<file path="src/rtl/ccd_pkg.sv">
package ccd_pkg;

  // Control codes; the numeric values are the encoding carried in the field.
  typedef enum logic [3:0] {
    CC_WF      = 4'd1,
    CC_WF_R    = 4'd3,
    CC_R       = 4'd4,
    CC_WA      = 4'd5,
    CC_WA_R    = 4'd6,
    CC_F_NONE  = 4'd8,
    CC_F_WF    = 4'd9,
    CC_NONE    = 4'd11,
    CC_F_R     = 4'd12,
    CC_F_WA    = 4'd13,
    CC_WA_WF   = 4'd15
  } ctrl_e;

  typedef struct packed {
    logic legal;       // code is listed
    logic first_only;  // code allowed only on a clause's first field
    logic rd2;         // read through Port 2
    logic wa;          // write through Port 3
    logic wa_add;      // Port 3 write comes from ADD
    logic wb;          // FMA write through Port 2
  } acc_t;

endpackage

</file>
<file path="src/rtl/ccd_ctrl_dec.sv">
module ccd_ctrl_dec
  import ccd_pkg::*;
(
  input  logic [3:0] ctrl,
  output acc_t       acc
);

  always_comb begin
    acc       = '0;
    acc.legal = 1'b1;
    case (ctrl)
      CC_WF:     acc.wa = 1'b1;
      CC_WF_R:   begin acc.wa = 1'b1; acc.rd2 = 1'b1; end
      CC_R:      acc.rd2 = 1'b1;
      CC_WA:     begin acc.wa = 1'b1; acc.wa_add = 1'b1; end
      CC_WA_R:   begin acc.wa = 1'b1; acc.wa_add = 1'b1; acc.rd2 = 1'b1; end
      CC_WA_WF:  begin acc.wa = 1'b1; acc.wa_add = 1'b1; acc.wb = 1'b1; end
      CC_NONE:   ;
      CC_F_NONE: acc.first_only = 1'b1;
      CC_F_WF:   begin acc.first_only = 1'b1; acc.wa = 1'b1; end
      CC_F_R:    begin acc.first_only = 1'b1; acc.rd2 = 1'b1; end
      CC_F_WA:   begin acc.first_only = 1'b1; acc.wa = 1'b1; acc.wa_add = 1'b1; end
      default:   acc.legal = 1'b0;
    endcase
  end

endmodule

</file>
<file path="src/rtl/ccd_pair_remap.sv">
module ccd_pair_remap #(
  parameter int ADDR_W = 6,
  parameter int P0_W   = 5
) (
  input  logic [P0_W-1:0]   p0,
  input  logic [ADDR_W-1:0] p1,
  output logic              p0_use,
  output logic [ADDR_W-1:0] a0,
  output logic [ADDR_W-1:0] a1
);

  localparam logic [ADDR_W-1:0] TOP_REG = '1;

  logic [ADDR_W-1:0] p0x;
  logic              swap;

  assign p0x    = ADDR_W'(p0);
  assign p0_use = |p0;
  assign swap   = p0x > p1;
  assign a0     = swap ? (TOP_REG - p0x) : p0x;
  assign a1     = swap ? (TOP_REG - p1)  : p1;

endmodule

</file>
<file path="src/rtl/regfield_access_decoder.sv">
module regfield_access_decoder
  import ccd_pkg::*;
#(
  parameter int UNI_W  = 8,
  parameter int ADDR_W = 6,
  parameter int P0_W   = 5,
  parameter int CTRL_W = 4,
  localparam int P1_LO   = CTRL_W,
  localparam int P0_LO   = P1_LO + ADDR_W,
  localparam int P2_LO   = P0_LO + P0_W,
  localparam int P3_LO   = P2_LO + ADDR_W,
  localparam int UNI_LO  = P3_LO + ADDR_W,
  localparam int FIELD_W = UNI_LO + UNI_W
) (
  input  logic               clk,
  input  logic               rst,
  input  logic               in_valid,
  input  logic               in_first,
  input  logic               in_last,
  input  logic [FIELD_W-1:0] in_field,
  output logic               in_ready,
  output logic               rd0_en,
  output logic [ADDR_W-1:0]  rd0_addr,
  output logic               rd1_en,
  output logic [ADDR_W-1:0]  rd1_addr,
  output logic               rd2_en,
  output logic [ADDR_W-1:0]  rd2_addr,
  output logic               wr0_en,
  output logic [ADDR_W-1:0]  wr0_addr,
  output logic               wr0_add,
  output logic               wr1_en,
  output logic [ADDR_W-1:0]  wr1_addr,
  output logic [UNI_W-1:0]   uni_idx,
  output logic               dec_err
);

  logic [CTRL_W-1:0] f_ctrl;
  logic [ADDR_W-1:0] f_p1, f_p2, f_p3;
  logic [P0_W-1:0]   f_p0;
  logic [UNI_W-1:0]  f_uni;

  assign f_ctrl = in_field[CTRL_W-1:0];
  assign f_p1   = in_field[P1_LO +: ADDR_W];
  assign f_p0   = in_field[P0_LO +: P0_W];
  assign f_p2   = in_field[P2_LO +: ADDR_W];
  assign f_p3   = in_field[P3_LO +: ADDR_W];
  assign f_uni  = in_field[UNI_LO +: UNI_W];

  acc_t              acc;
  logic              p0_use;
  logic [ADDR_W-1:0] a0, a1;

  ccd_ctrl_dec u_dec (
    .ctrl (f_ctrl),
    .acc  (acc)
  );

  ccd_pair_remap #(.ADDR_W(ADDR_W), .P0_W(P0_W)) u_remap (
    .p0     (f_p0),
    .p1     (f_p1),
    .p0_use (p0_use),
    .a0     (a0),
    .a1     (a1)
  );

  // flush cycle state and writes held from the clause's first field
  logic              flush_q;
  logic              hold_wa_en, hold_wa_add, hold_wb_en;
  logic [ADDR_W-1:0] hold_wa_a, hold_wb_a;

  logic take, bad;
  assign in_ready = !flush_q;
  assign take     = in_valid && in_ready;
  assign bad      = !acc.legal || (acc.first_only && !in_first);

  always_ff @(posedge clk) begin
    if (rst) begin
      flush_q     <= 1'b0;
      hold_wa_en  <= 1'b0;
      hold_wa_add <= 1'b0;
      hold_wa_a   <= '0;
      hold_wb_en  <= 1'b0;
      hold_wb_a   <= '0;
      rd0_en      <= 1'b0;
      rd0_addr    <= '0;
      rd1_en      <= 1'b0;
      rd1_addr    <= '0;
      rd2_en      <= 1'b0;
      rd2_addr    <= '0;
      wr0_en      <= 1'b0;
      wr0_addr    <= '0;
      wr0_add     <= 1'b0;
      wr1_en      <= 1'b0;
      wr1_addr    <= '0;
      uni_idx     <= '0;
      dec_err     <= 1'b0;
    end else begin
      rd0_en   <= 1'b0;
      rd0_addr <= '0;
      rd1_en   <= 1'b0;
      rd1_addr <= '0;
      rd2_en   <= 1'b0;
      rd2_addr <= '0;
      wr0_en   <= 1'b0;
      wr0_addr <= '0;
      wr0_add  <= 1'b0;
      wr1_en   <= 1'b0;
      wr1_addr <= '0;
      uni_idx  <= '0;
      dec_err  <= 1'b0;
      flush_q  <= take && in_last;
      if (take) begin
        if (bad) begin
          dec_err <= 1'b1;
          if (in_first) begin
            hold_wa_en  <= 1'b0;
            hold_wa_add <= 1'b0;
            hold_wa_a   <= '0;
            hold_wb_en  <= 1'b0;
            hold_wb_a   <= '0;
          end
        end else begin
          uni_idx  <= f_uni;
          rd0_en   <= p0_use;
          rd0_addr <= p0_use ? a0 : '0;
          rd1_en   <= 1'b1;
          rd1_addr <= a1;
          rd2_en   <= acc.rd2;
          rd2_addr <= acc.rd2 ? f_p2 : '0;
          if (in_first) begin
            hold_wa_en  <= acc.wa;
            hold_wa_add <= acc.wa_add;
            hold_wa_a   <= acc.wa ? f_p3 : '0;
            hold_wb_en  <= acc.wb;
            hold_wb_a   <= acc.wb ? f_p2 : '0;
          end else begin
            wr0_en   <= acc.wa;
            wr0_add  <= acc.wa_add;
            wr0_addr <= acc.wa ? f_p3 : '0;
            wr1_en   <= acc.wb;
            wr1_addr <= acc.wb ? f_p2 : '0;
          end
        end
      end else if (flush_q) begin
        wr0_en      <= hold_wa_en;
        wr0_add     <= hold_wa_add;
        wr0_addr    <= hold_wa_a;
        wr1_en      <= hold_wb_en;
        wr1_addr    <= hold_wb_a;
        hold_wa_en  <= 1'b0;
        hold_wa_add <= 1'b0;
        hold_wa_a   <= '0;
        hold_wb_en  <= 1'b0;
        hold_wb_a   <= '0;
      end
    end
  end

endmodule

</file>
<file path="config.mk">
export PLATFORM = sky130hd
export DESIGN_NAME = regfield_access_decoder
export DESIGN_NICKNAME = d
export VERILOG_FILES = /design/src/rtl/ccd_pkg.sv /design/src/rtl/ccd_ctrl_dec.sv /design/src/rtl/ccd_pair_remap.sv /design/src/rtl/regfield_access_decoder.sv
export SDC_FILE = /design/constraint.sdc
export NUM_CORES = 1
export LEC_CHECK = 0
export ABC_AREA = 1
export BUFFER_PORTS_ARGS = -buffer_cell sky130_fd_sc_hd__buf_2
export CAP_MARGIN = 30
export CORE_UTILIZATION = 49
export DETAILED_ROUTE_END_ITERATION = 12
export PLACE_DENSITY_LB_ADDON = 0.12
export SYNTH_ARGS = -nofsm -noshare
export SYNTH_HDL_FRONTEND = slang
export SYNTH_SLANG_ARGS = --single-unit
</file>
<file path="constraint.sdc">
create_clock -name clk -period 1.55 [get_ports clk]
set_input_delay 0.155 -clock clk [delete_from_list [all_inputs] [get_ports clk]]
set_output_delay 0.155 -clock clk [all_outputs]
set_load 0.03 [all_outputs]
</file>
After elaboration in Yosys (flattened, before gate mapping)
Index checks and enable logic that the tools add are counted.

storage, ports and cells
  flip-flop bits (word level) = 61
  input port bits = 40
  output and inout port bits = 46
  word-level logic and storage cells = 110

operators by class
  $add $sub $neg = 2
  magnitude comparators = 1
  equality and inequality tests = 12
  muxes and demuxes = 51
  bitwise operators = 4
  reduce and logical (&&, ||, !) cells = 20

operators with widths
  kind                                                               number
  6-bit two-way mux                                                  19
  1-bit two-way mux                                                  31
  4-bit == test, second input constant                               6
  4-bit OR reduction                                                 5
  4-bit by 3-bit == test with 1-bit output, second input constant    3
  11-bit OR reduction                                                1
  5-bit OR reduction                                                 2
  7-bit OR reduction                                                 1
  5-bit by 6-bit > comparator with 1-bit output                      1
  6-bit by 5-bit subtractor with 6-bit output, first input constant  1
  6-bit subtractor, first input constant                             1
  5-bit two-way mux                                                  1
  4-bit by 1-bit == test with 1-bit output, second input constant    1
  4-bit by 2-bit == test with 1-bit output, second input constant    1
  1-bit NOT                                                          4
  1-bit logical AND                                                  3
  1-bit zero test                                                    3
  3-bit OR reduction                                                 1
  2-bit inequality test, second input constant                       1
  2-bit AND reduction                                                1
  2-bit nonzero test                                                 1
  2-bit OR reduction                                                 1
  1-bit logical OR                                                   1

Longest topological paths before layout
Gate-level depths: netlist of the first run.

  depth after elaboration = 7
  depth in mapped cells = 10

Cells and area by module
A second synthesis of the first run with hierarchy kept.

second synthesis, totals
  cell total of the unflattened synthesis = 363
  area, all modules = 2,617.5 um2

modules (own cells, without submodules)
  module                   instances  cells each  area each (um2)
  regfield_access_decoder  1          269         2,168.3
  ccd_pair_remap           1          70          349.1
  ccd_ctrl_dec             1          24          100.1

Worst setup path after synthesis of the first run
Ideal clock, no wire load.

  path kind = input port to flip-flop
  start = in in_field[5]
  end = reg rd1_addr[2]
  arrival = 1.335 ns
  data required time = 1.484 ns
  path slack = 0.149 ns
  cell stages on the path = 10
  path buffers = 1
  cells stage by stage = inv_1 -> ha_1 -> inv_1 -> nor2_1 -> o21ai_0 -> nand3_1 -> nand2_1 -> clkbuf_1 -> nand2_1 -> a21oi_2

on the way
  cells in the longest elaborated chain, start to end = 2
  elaborated cells between the ends (all ways) = 3

RTL lines
  item                                                                                      line                                        source
  start, declared                                                                           regfield_access_decoder.sv:20               input logic [FIELD_W-1:0] in_field,
  6-bit subtractor / 5-bit by 6-bit > comparator with 1-bit output (equally long branches)  ccd_pair_remap.sv:21, ccd_pair_remap.sv:19
  6-bit two-way mux *                                                                       ccd_pair_remap.sv:21                        assign a1 = swap ? (TOP_REG - p1) : p1;
  end signal, assigned                                                                      regfield_access_decoder.sv:87               rd1_addr <= '0;
  end signal, assigned                                                                      regfield_access_decoder.sv:101              rd1_addr <= '0;
  end signal, assigned                                                                      regfield_access_decoder.sv:127              rd1_addr <= a1;
  end, declared                                                                             regfield_access_decoder.sv:25               output logic [ADDR_W-1:0] rd1_addr,

Every way passes the cells marked *; elsewhere a longest branch is shown, timed or not.
A chain may end at the register's enable or synchronous reset.

Final worst setup path of the first run
  start = reg flush_q
  end = reg rd2_addr[3]

on the way
  cells in the longest elaborated chain, start to end = 4

RTL lines
  item                                 line                            source
  start, declared                      regfield_access_decoder.sv:67   logic flush_q;
  start signal, assigned               regfield_access_decoder.sv:111  flush_q <= take && in_last;
  1-bit zero test                      regfield_access_decoder.sv:72   assign in_ready = !flush_q;
  1-bit logical AND                    regfield_access_decoder.sv:73   assign take = in_valid && in_ready;
  1-bit NOT (no source line)           --
  4-bit OR reduction (no source line)  --
  end signal, assigned                 regfield_access_decoder.sv:129  rd2_addr <= acc.rd2 ? f_p2 : '0;
  end, declared                        regfield_access_decoder.sv:27   output logic [ADDR_W-1:0] rd2_addr,

No other way between the ends.

==> metrics.md, run 1 <==
| Metric | Value |
|---|---|
| Number of hold violations in the final report | 0 |
| Aggregate routed wire length | 5138 um |
| Quantity of gates resized following cts | 0 |
| Longest Clk Path Bufs | 2 |
| Max capacitance violation total | 0 |
| Period Utilization, post-route | 0.8397 |
| Overall power after layout | 3.509 mW |
| Via count of the first global-routing pass | 1900 |
| Origin of the worst min-delay path | in_field[28] |
| Required @ worst endpoint | 1.82 ns |
| Fraction of final layout cells with drive strength greater than 1 | 0.3441 |
| Number of register bits inferred by synthesis | 61 |
| Number of slew-limit violations in the final report | 0 |
| Critical R2R Launch | flush_q |
| Routed wirelength normalized by instance count | 10.91 um |
| Clock H-tree levels | 3 |
| Syn_nets | 353 |
| Smallest setup slack after layout | 0.2484 ns |
| Detail Placement HPWL | 3660 um |
| Number of antenna violations at the first check in global routing | 0 |
| Average cell area after synthesis | 7.962 sq um |
| Worst setup skew after layout | 0.006482 ns |
| DRC viols | 0 |
| Ratio of total power to cell area | 1108 nW/um^2 |
| Maximum ir drop on the vdd rail | 657.8 uV |
| Yosys warning count | 0 |
| Share of the synthesized area in compound gates (AO/OA/AOI/OAI) | 0.1230 |
| Adder-cell share of the synthesized area | 0.02551 |
| Number of design-rule violations left by the first detailed-router iteration | 110 |
| Worst-skew pair later-pin latency | 0.33 ns |
| Hold buffer count at cts | 0 |
| First-pass iteration count of the detailed router | 4 |
| Top cells by area, synth | sky130_fd_sc_hd__dfxtp_1 50%, sky130_fd_sc_hd__nand2_1 11%, sky130_fd_sc_hd__a21oi_1 6.3%, sky130_fd_sc_hd__inv_1 6.0%, sky130_fd_sc_hd__a21oi_2 4.3% |
| Critical path endpoint category | register |
| Largest net degree at the start of global routing | 23 |
| Final Net Count | 444 |
| Unrepaired setup endpoints after global routing | no |
| Standby leakage power | 1.585 nW |
| Period minus WS final | 1.302 ns |
| CTS Root Cell | sky130_fd_sc_hd__clkbuf_8 |
| Sequential standard cell area | 1221 sq um |
| Residual overflow from global routing | 0 |
| Share of Yosys cell area claimed by the top area cell type | 0.4980 |
| Relative slew slack | 0.7204 |
| Comb power frac | 0.118 |
| Nature of the critical path startpoint | register |
| Antenna-violating nets left | 0 |
| Tot GR Track Use | 0.2114 |
| Internal power component | 2.622 mW |
| Clock-pin transition on the worst setup and hold timing paths | 0.07 ns |
| Final standard cell utilization of the core | 0.6661 |
| Multiplexer share of the synthesized area | 0 |
| Launch point of the worst path | flush_q |
| Per-cell via count in the routed design | 4.626 |
| Combinational family with the most area after synthesis | simple AND/OR/NAND/NOR gates |
| Die Y | 72.75 um |
| Achievable clock frequency | 768.3 MHz |
| Final setup fails | 0 |
| Area added between synthesis and finish | 29.13% |
| Clock network power share | 0.420 |
| Arrival time of the worst setup path | 1.57 ns |
| Antenna cells | 0 |
| Number of buffers inserted during clock tree synthesis | 9 |
| First-pass GRT wire length | 8424 um |
| Run status | finished clean |
| Slew of the pin with the lowest slew margin | 0.4179 ns |
| Fraction of power consumed by sequential logic | 0.462 |
| Number of port buffers | 85 |
| # fillers | 442 |
| Post-synthesis cell type count | 24 |
| Die span in x | 72.75 um |
| Min-Delay Path Class | input pin to register |
| Weighted congestion reported at the end of routability-driven placement | 0.8063 |
| Top cell type by total area after synthesis | sky130_fd_sc_hd__dfxtp_1 |
| Total via count in the routed design | 2179 |
| Kind of critical path | register to register |
| Initial Util | 0.5158 |
| Xor and xnor area share after synthesis | 0 |
| Final standard cell area without fillers | 3167 sq um |
| Total Die Area | 5292 sq um |
| Switching power as a share of total power | 0.2527 |
| Core Rows | 25 |
| Total instance count after detailed placement | 454 |
| Post-synthesis simple-gate area fraction | 0.2556 |
| Switching pwr | 886.8 uW |
| Highest net fanout along the worst path | 15 |
| Non-filler cells in the finished layout | 471 |
| Multi-input logic area | 991.0 sq um |
| TritonCTS clock tree | yes |
| Post-synth design cell area | 2452 sq um |
| Post-synthesis instance total | 308 |
| Sequential cell area fraction in the yosys report | 0.4980 |
| Worst setup timing slack at the placement stage | -0.04161 ns |
| Count of boundary I/O pins | 86 |
| Standard cell core area | 4755 sq um |
| Sink count of the clock tree | 61 |
| Standard cell area after detailed placement | 2935 sq um |
[state kept, by name, indices dropped and copies added (netlist names), 6 cells and up]
register	count
uni_idx	8
hold_wb_a	6
hold_wa_a	6
rd0_addr	6
rd2_addr	6
wr1_addr	6
wr0_addr	6
rd1_addr	6
[power by group through the flow]
stage / Combinational [mW] / Clock, mW / Sequential (mW)
floorplan: 0.211 / 0 / 1.72
global placement: 0.402 / 0 / 1.66
detailed placement: 0.408 / 0 / 1.66
CTS: 0.409 / 1.50 / 1.62
global route: 0.460 / 1.58 / 1.62
finish: 0.414 / 1.47 / 1.62
[through the flow]
step	hold slack [ns]	TNS, ns
after floorplan	0.2672	0
after global placement	0.3670	-0.02599
after detailed placement	0.3771	-0.2970
after CTS	0.02017	0
after global routing	0.02305	0
final	0.03374	0
[final cells by class]
type | count | share of cell area
Multi-Input combinational cell | 191 | 0.3129
Sequential cell | 61 | 0.3856
Clock inverter | 3 | 0.01343
Inverter | 43 | 0.05097
Timing Repair Buffer | 93 | 0.1573
Tap cell | 67 | 0.02647
Clock buffer | 13 | 0.05334
[timing repair]
item | 4_1_cts | 5_1_grt
hold endpoints to repair | 0 | 0
setup buffers | 0 | 1
endpoints found under the setup margin | 0 | 1
[final timing paths]
kind / cells after the start / slack (ns) / to
setup reg to reg: 9 / 0.25 / rd2_addr[3]
hold / removal: 3 / 0.03 / uni_idx[1]
hold reg to reg: 2 / 0.45 / wr1_en
setup / recovery: 9 / 0.25 / rd2_addr[3]
[synth_stat cells]
| master | instances |
|---|---|
| sky130_fd_sc_hd__or2_2 | 1 |
| sky130_fd_sc_hd__a21oi_2 | 12 |
| sky130_fd_sc_hd__nand2_1 | 72 |
| sky130_fd_sc_hd__dfxtp_1 | 61 |
| sky130_fd_sc_hd__nand3_2 | 5 |
| sky130_fd_sc_hd__clkbuf_1 | 6 |
| sky130_fd_sc_hd__o21ai_0 | 6 |
| sky130_fd_sc_hd__o21ai_1 | 1 |
| sky130_fd_sc_hd__inv_1 | 39 |
| sky130_fd_sc_hd__a31oi_1 | 1 |
| sky130_fd_sc_hd__buf_2 | 3 |
| sky130_fd_sc_hd__nand3_4 | 1 |
| sky130_fd_sc_hd__buf_8 | 1 |
| sky130_fd_sc_hd__buf_6 | 1 |
| sky130_fd_sc_hd__a21oi_1 | 31 |
| sky130_fd_sc_hd__ha_1 | 5 |
| sky130_fd_sc_hd__nand3_1 | 19 |
| sky130_fd_sc_hd__nor2_1 | 25 |
| sky130_fd_sc_hd__nand3b_1 | 3 |
| sky130_fd_sc_hd__buf_4 | 2 |
| sky130_fd_sc_hd__inv_2 | 4 |
| sky130_fd_sc_hd__nand2_2 | 5 |
| sky130_fd_sc_hd__nor2_4 | 3 |
| sky130_fd_sc_hd__nand4_1 | 1 |
[cell usage in the layout, fill, tap and decap left out, drive strengths merged]
cell type	n
a31oi	1
nand3b	3
buf	93
clkinvlp	1
a21oi	43
nand3	25
nand2	77
nand4	1
bufinv	1
inv	43
or2	1
dfxtp	61
nor2	28
clkinv	1
clkbuf	13
o21ai	7
ha	5
[worst max-delay path, cell delays in order, from the launching register on]
cell	delay [ns]
sky130_fd_sc_hd__dfxtp_1	0.32
sky130_fd_sc_hd__inv_2	0.06
sky130_fd_sc_hd__nand2_1	0.04
sky130_fd_sc_hd__inv_1	0.15
sky130_fd_sc_hd__nand3_4	0.13
sky130_fd_sc_hd__nor2_4	0.12
sky130_fd_sc_hd__inv_2	0.14
sky130_fd_sc_hd__nor2_4	0.12
sky130_fd_sc_hd__inv_2	0.07
sky130_fd_sc_hd__nor2_1	0.09
[metal layers]
layer,GRT usage,vias up,wire [um]
met3,0.08011,5,333
met2,0.3219,67,2280
met1,0.2728,964,2457
li1,-,1143,-
met4,0.07843,0,68
met5,0,-,0
[logic make-up (layout without fill, tap and decap cells)]
logic type | after synthesis | count (layout)
AND/OR/NAND/NOR | 135 | 135
flip-flops | 61 | 61
buffers and inverters | 56 | 152
AO/OA/AOI/OAI | 51 | 51
adder cells (fa/ha/maj) | 5 | 5
Power figures use the tool's default switching activity.
==> run 2, diff against run 1 <==
--- a/config.mk
+++ b/config.mk
@@ -8,7 +8,7 @@
 export ABC_AREA = 1
 export BUFFER_PORTS_ARGS = -buffer_cell sky130_fd_sc_hd__buf_2
 export CAP_MARGIN = 30
-export CORE_UTILIZATION = 49
+export CORE_UTILIZATION = 44
 export DETAILED_ROUTE_END_ITERATION = 12
 export PLACE_DENSITY_LB_ADDON = 0.12
 export SYNTH_ARGS = -nofsm -noshare
==> constraint.sdc (replaced) <==
create_clock -name clk -period 1.1 [get_ports clk]
set_input_delay 0.11 -clock clk [delete_from_list [all_inputs] [get_ports clk]]
set_output_delay 0.11 -clock clk [all_outputs]
set_load 0.03 [all_outputs]
==> run 2 against run 1 <==
  * The flow now finishes with violations (negative setup slack)
  * Wire length is 13% higher
  * Clock skew is 0.0013 ns higher
  * Hold slack worse by 0.0030 ns
  * Global-route usage is 0.67 points lower
  * Critical path depth fell by 1
  * Critical path type unchanged
==> metrics.md, run 2 (synthesis gave the netlist of run 1 again) <==
| Metric | Value |
|---|---|
| Run status | complete, but fails checks |
| Violated checks | negative setup slack |
| Die Y | 76.66 um (+5.4%) |
| First-pass GRT wire length | 9453 um (+12%) |
| Achievable clock frequency | 844.3 MHz (+9.9%) |
| Overall power after layout | 5.521 mW (+57%) |
| Highest net fanout along the worst path | 7 (-8) |
| Slew of the pin with the lowest slew margin | 0.2730 ns (-0.1449 ns) |
| Fraction of final layout cells with drive strength greater than 1 | 0.4851 (+0.1410) |
| Count of boundary I/O pins | 86 (unchanged) |
| Max capacitance violation total | 0 (unchanged) |
| Largest net degree at the start of global routing | 22 (-4.3%) |
| Clock H-tree levels | 3 (unchanged) |
| Leading cell type in the layout, fill and taps excluded | sky130_fd_sc_hd__buf_2 |
| Weighted congestion reported at the end of routability-driven placement | 0.8362 (+3.7%) |
| Unrepaired setup endpoints after global routing | yes |
| Maximum ir drop on the vdd rail | 1051 uV (+60%) |
| Nature of the critical path startpoint | register |
| Critical path endpoint category | register |
| Worst-skew pair later-pin latency | 0.33 ns (about the same) |
| Detail Placement HPWL | 3844 um (+5.0%) |
| Number of port buffers | 85 (unchanged) |
| Routed wirelength normalized by instance count | 11.50 um (+5.4%) |
| # fillers | 428 (-3.2%) |
| Final setup fails | 49 (+49) |
| Antenna cells | 0 (unchanged) |
| TritonCTS clock tree | yes |
| Worst Hold Margin | 0.03074 ns (-0.002993 ns) |
| Core Rows | 26 (+4.0%) |
| Internal reg-to-reg setup slack | -0.08 ns (-0.33 ns) |
| Setup tns final | -1.592 ns (-1.592 ns) |
| Number of slew-limit violations in the final report | 0 (unchanged) |
| Standard cell core area | 5238 sq um (+10%) |
| Number of antenna violations at the first check in global routing | 0 (unchanged) |
| Tot GR Track Use | 0.2047 (-0.006677) |
| Number of hold violations in the final report | 0 (unchanged) |
| Total Die Area | 5876 sq um (+11%) |
| Non-filler cells in the finished layout | 505 (+7.2%) |
| Number of buffers inserted during clock tree synthesis | 9 (unchanged) |
| Arrival time of the worst setup path | 1.45 ns (-0.12 ns) |
| Kind of critical path | register to register |
| Max FFs per register | 8 (unchanged) |
| Area added between synthesis and finish | 52.45% |
| Per-cell via count in the routed design | 4.648 (+0.46%) |
| Ratio of total power to cell area | 1477 nW/um^2 (+33%) |
| Standby leakage power | 1.775 nW (+12%) |
| Longest Clk Path Bufs | 2 (unchanged) |
| Residual overflow from global routing | 0 (unchanged) |
| Sink count of the clock tree | 61 (unchanged) |
| First-pass iteration count of the detailed router | 4 (unchanged) |
| CTS Root Cell | sky130_fd_sc_hd__clkbuf_8 |
| Die span in x | 76.66 um (+5.4%) |
| Total instance count after detailed placement | 475 (+4.6%) |
| Final standard cell area without fillers | 3739 sq um (+18%) |
| Relative slew slack | 0.8180 (+0.09764) |
| Final Net Count | 475 (+7.0%) |
| Number of design-rule violations left by the first detailed-router iteration | 67 (-39%) |
| Standard cell area after detailed placement | 3174 sq um (+8.1%) |
| Commonest cells after routing, fill and taps aside | 85 x sky130_fd_sc_hd__buf_2, 64 x sky130_fd_sc_hd__nand2_1, 60 x sky130_fd_sc_hd__dfxtp_1, 33 x sky130_fd_sc_hd__inv_1, 31 x sky130_fd_sc_hd__a21oi_2 |
| Total via count in the routed design | 2347 (+7.7%) |
| Period Utilization, post-route | 1.077 (+0.2370) |
| Period minus WS final | 1.184 ns (-0.1172 ns) |
| Clock-pin transition on the worst setup and hold timing paths | 0.07 ns (about the same) |
| Initial Util | 0.4682 (-0.04756) |
| Required @ worst endpoint | 1.37 ns (-0.45 ns) |
| Smallest setup slack after layout | -0.08442 ns (-0.3328 ns) |
| Via count of the first global-routing pass | 2181 (+15%) |
| Aggregate routed wire length | 5808 um (+13%) |
| Largest register by flop count | uni_idx |
| Worst setup skew after layout | 0.007818 ns (+0.001336 ns) |
| Min-Delay Path Class | input pin to register |
| Antenna-violating nets left | 0 (unchanged) |
| DRC viols | 0 (unchanged) |
run 2: cell types whose count changed in the layout (fill, tap and decap cells not counted), sizes merged:
cell,delta
clkbuf,-2
clkinvlp,+1
dlygate4sd3,+9
bufinv,+2
buf,+21
run 2: timing repair:
action | CTS | global route
hold buffers | 9 | 0
setup endpoints to repair | 49 | 56
pin swaps | 5 | 7
gates cloned | 0 | 1
hold endpoints to repair | 9 | 0
buffers inserted | 2 | 2
resized for setup | 21 | 28
run 2: worst max-delay path, stage by stage, from the launching register on:
cell,delay [ns]
sky130_fd_sc_hd__dfxtp_4,0.36
sky130_fd_sc_hd__inv_8,0.05
sky130_fd_sc_hd__nand2_4,0.04
sky130_fd_sc_hd__inv_4,0.06
sky130_fd_sc_hd__nand3_4,0.09
sky130_fd_sc_hd__nor2_4,0.16
sky130_fd_sc_hd__clkbuf_16,0.18
sky130_fd_sc_hd__nand3_2,0.06
sky130_fd_sc_hd__a21oi_2,0.12
run 2: final cells by class:
| type | count | area, sq um | share of cell area |
|---|---|---|---|
| clock buffers | 10 | 137.6 | 0.03681 |
| repair buffers | 124 | 798.3 | 0.2135 |
| flip-flops and latches | 61 | 1225 | 0.3276 |
| inverters | 43 | 186.4 | 0.04987 |
| multi-input cells | 191 | 1194 | 0.3193 |
| well taps | 70 | 87.58 | 0.02343 |
| clock inverters | 6 | 110.1 | 0.02945 |
run 2: where the power goes:
group,switching [mW],internal (mW)
Clock,0.887,1.56
Combinational,0.473,0.314
Sequential,0.0183,2.27
Total,1.38,4.14
run 2: metal layers:
layer,share of wire,GRT usage,vias to the layer above
li1,-,-,1211
met1,0.49,0.2536,1056
met2,0.45,0.3306,68
met3,0.043,0.04762,12
met4,0.019,0.1077,0
met5,0,0,-
run 2: per-stage QoR:
stage	utilization	worst slack (ns)
6_report	0.7138	-0.08442
5_1_grt	0.7138	-0.1459
4_1_cts	0.6882	-0.09245
3_5_place_dp	0.6061	-0.3369
3_3_place_gp	0.6061	-0.3093
2_1_floorplan	-	-0.1420
run 2: path summary, 6_finish.rpt:
| check | from | to | cells past startpoint |
|---|---|---|---|
| min | in_field[16] | rd2_addr[1] | 3 |
| max | flush_q | wr0_addr[4] | 8 |
| min reg2reg | hold_wa_a[2] | wr0_addr[2] | 2 |
| max reg2reg | flush_q | wr0_addr[4] | 8 |
==> run 3, diff against run 2 <==
--- a/config.mk
+++ b/config.mk
@@ -8,7 +8,7 @@
 export ABC_AREA = 1
 export BUFFER_PORTS_ARGS = -buffer_cell sky130_fd_sc_hd__buf_2
 export CAP_MARGIN = 30
-export CORE_UTILIZATION = 44
+export CORE_UTILIZATION = 49
 export DETAILED_ROUTE_END_ITERATION = 12
 export PLACE_DENSITY_LB_ADDON = 0.12
 export SYNTH_ARGS = -nofsm -noshare
==> constraint.sdc (replaced) <==
create_clock -name clk -period 1.25 [get_ports clk]
set_input_delay 0.125 -clock clk [delete_from_list [all_inputs] [get_ports clk]]
set_output_delay 0.125 -clock clk [all_outputs]
set_load 0.03 [all_outputs]
==> run 3 against run 2 <==
  * The flow now finishes without violations
  * Via count shrank 2.8%
  * Global-route usage grew 2.2 points
  * Clock-buffer cell count grew 2
  * Clock skew shrank 0.0038 ns
  * Register-to-register slack gained 0.14 ns
  * Critical path type unchanged
  * Largest cell class unchanged
==> metrics.md, run 3 (synthesis gave the netlist of run 1 again) <==
| Metric | Value |
|---|---|
| Achievable clock frequency | 838.0 MHz (-0.74%) |
| Critical path endpoint category | register |
| Kind of critical path | register to register |
| Standard cell core area | 4755 sq um (-9.2%) |
| Most frequent CP cell | sky130_fd_sc_hd__nand3_4 |
| Largest net degree at the start of global routing | 16 (-27%) |
| Worst setup timing slack at the placement stage | -0.1772 ns (+0.1597 ns) |
| Initial Util | 0.5158 (+0.04756) |
| Ratio of total power to cell area | 1368 nW/um^2 (-7.4%) |
| Clock-pin transition on the worst setup and hold timing paths | 0.06 ns (about the same) |
| Max FFs per register | 8 (unchanged) |
| Routed wirelength normalized by instance count | 11.44 um (-0.53%) |
| Clock H-tree levels | 3 (unchanged) |
| Residual overflow from global routing | 0 (unchanged) |
| Total Die Area | 5292 sq um (-9.9%) |
| Relative slew slack | 0.8302 (+0.01223) |
| Unrepaired setup endpoints after global routing | yes |
| Slew of the pin with the lowest slew margin | 0.2520 ns (-0.02101 ns) |
| Total via count in the routed design | 2281 (-2.8%) |
| Commonest cells after routing, fill and taps aside | 85 x sky130_fd_sc_hd__buf_2, 68 x sky130_fd_sc_hd__nand2_1, 60 x sky130_fd_sc_hd__dfxtp_1, 38 x sky130_fd_sc_hd__inv_1, 28 x sky130_fd_sc_hd__a21oi_1 |
| Number of port buffers | 85 (unchanged) |
| Largest register by flop count | uni_idx |
| TritonCTS clock tree | yes |
| Detail Placement HPWL | 3939 um (+2.5%) |
| Worst setup skew after layout | 0.004037 ns (-0.003781 ns) |
| Final Net Count | 466 (-1.9%) |
| Antenna cells | 0 (unchanged) |
| Per-cell via count in the routed design | 4.627 (-0.45%) |
| Number of antenna violations at the first check in global routing | 0 (unchanged) |
| Number of hold violations in the final report | 0 (unchanged) |
| Crit path largest cell delay | 0.36 ns (about the same) |
| Aggregate routed wire length | 5640 um (-2.9%) |
| CP max stage cell | sky130_fd_sc_hd__dfxtp_4 |
| Sink count of the clock tree | 61 (unchanged) |
| Max capacitance violation total | 0 (unchanged) |
| Core Rows | 25 (-3.8%) |
| Tot GR Track Use | 0.2267 (+0.02199) |
| Number of design-rule violations left by the first detailed-router iteration | 104 (+55%) |
| Worst Hold Margin | 0.01002 ns (-0.02072 ns) |
| Fraction of final layout cells with drive strength greater than 1 | 0.3826 (-0.1024) |
| Required @ worst endpoint | 1.53 ns (+0.16 ns) |
| Worst-skew pair later-pin latency | 0.34 ns (about the same) |
| Sequential standard cell area | 1225 sq um (unchanged) |
| Number of buffers inserted during clock tree synthesis | 9 (unchanged) |
| Antenna-violating nets left | 0 (unchanged) |
| Arrival time of the worst setup path | 1.47 ns (+0.02 ns) |
| Min-Delay Path Class | input pin to register |
| First-pass GRT wire length | 9066 um (-4.1%) |
| Highest net fanout along the worst path | 7 (unchanged) |
| Weighted congestion reported at the end of routability-driven placement | 0.8670 (+3.7%) |
| Die span in x | 72.75 um (-5.1%) |
| Maximum ir drop on the vdd rail | 822.9 uV (-22%) |
| Multi-input logic area | 1050 sq um (-12%) |
| Nature of the critical path startpoint | register |
| Number of slew-limit violations in the final report | 0 (unchanged) |
| Area added between synthesis and finish | 41.53% |
| First-pass iteration count of the detailed router | 4 (unchanged) |
| Longest Clk Path Bufs | 2 (unchanged) |
| Final setup fails | 0 (-100%) |
| Overall power after layout | 4.748 mW (-14%) |
| DRC viols | 0 (unchanged) |
| Period Utilization, post-route | 0.9546 (-0.1221) |
| Via count of the first global-routing pass | 2062 (-5.5%) |
| Standby leakage power | 1.720 nW (-3.1%) |
| Die Y | 72.75 um (-5.1%) |
| Critical Path, Cell by Cell | inv_8, nand2_4, inv_4, nand3_4, nor2_4, clkbuf_16, nand3_4, a21oi_2 |
| Count of boundary I/O pins | 86 (unchanged) |
| Period minus WS final | 1.193 ns (+0.008848 ns) |
| Run status | finished clean |
| Leading cell type in the layout, fill and taps excluded | sky130_fd_sc_hd__buf_2 |
| Smallest setup slack after layout | 0.05673 ns (+0.1412 ns) |
| # fillers | 378 (-12%) |
| CTS Root Cell | sky130_fd_sc_hd__clkbuf_8 |
==> run 3: cell types whose count changed in the layout (fill, tap and decap cells not counted), sizes merged <==
cell | previous run | this run
clkbuf | 11 | 13
buf | 114 | 106
dlygate4sd3 | 9 | 8
clkinvlp | 2 | 0
==> run 3: report_power, final <==
part	internal, mW	switching (mW)	leakage [nW]
Sequential	2.00	0.0165	0.495
Combinational	0.233	0.368	1.10
Clock	1.38	0.757	0.121
==> run 3: cell type report <==
| type | count | area share |
|---|---|---|
| tap | 67 | 0.02415 |
| multi-input combinational | 191 | 0.3025 |
| timing repair buffer | 115 | 0.2019 |
| clock buffer | 12 | 0.04182 |
| clock inverter | 4 | 0.02740 |
| sequential | 61 | 0.3529 |
| inverter | 43 | 0.04939 |
==> run 3: critical path: cells and delay by family, from the launching register on <==
family / cells / cell delay (ns)
and+or+nand+nor: 4 / 0.35
AOI/OAI and AO/OA: 1 / 0.12
buffers and inverters: 3 / 0.30
DFF: 1 / 0.36
==> run 3: worst paths after layout <==
kind | startpoint | endpoint | slack (ns) | depth (start not counted)
max | flush_q | wr0_addr[4] | 0.06 | 8
min reg2reg | hold_wb_a[1] | wr1_addr[1] | 0.46 | 2
max reg2reg | flush_q | wr0_addr[4] | 0.06 | 8
min | in_field[32] | uni_idx[5] | 0.01 | 3
==> run 3: stage by stage <==
stage | TNS [ns] | cell area (sq um) | std cells | utilization
2_1_floorplan | 0 | 2496 | 308 | -
3_3_place_gp | -1.303 | 3078 | 468 | 0.6474
3_5_place_dp | -1.758 | 3078 | 468 | 0.6474
4_1_cts | 0 | 3398 | 492 | 0.7147
5_1_grt | -0.01183 | 3471 | 493 | 0.7300
6_report | 0 | 3471 | 493 | 0.7300
==> run 3: per-layer routing <==
metal / share of wire / GRT usage / vias up
li1: - / - / 1193
met3: 0.060 / 0.06215 / 11
met2: 0.47 / 0.3686 / 70
met4: 0.017 / 0.1046 / 0
met1: 0.46 / 0.2798 / 1007
met5: 0 / 0 / -
==> run 3: what timing repair did <==
item,in CTS,in global routing
setup buffers,0,0
hold buffers,8,0
setup endpoints to repair,0,39
gates resized for setup,0,11
hold endpoints to repair,8,0
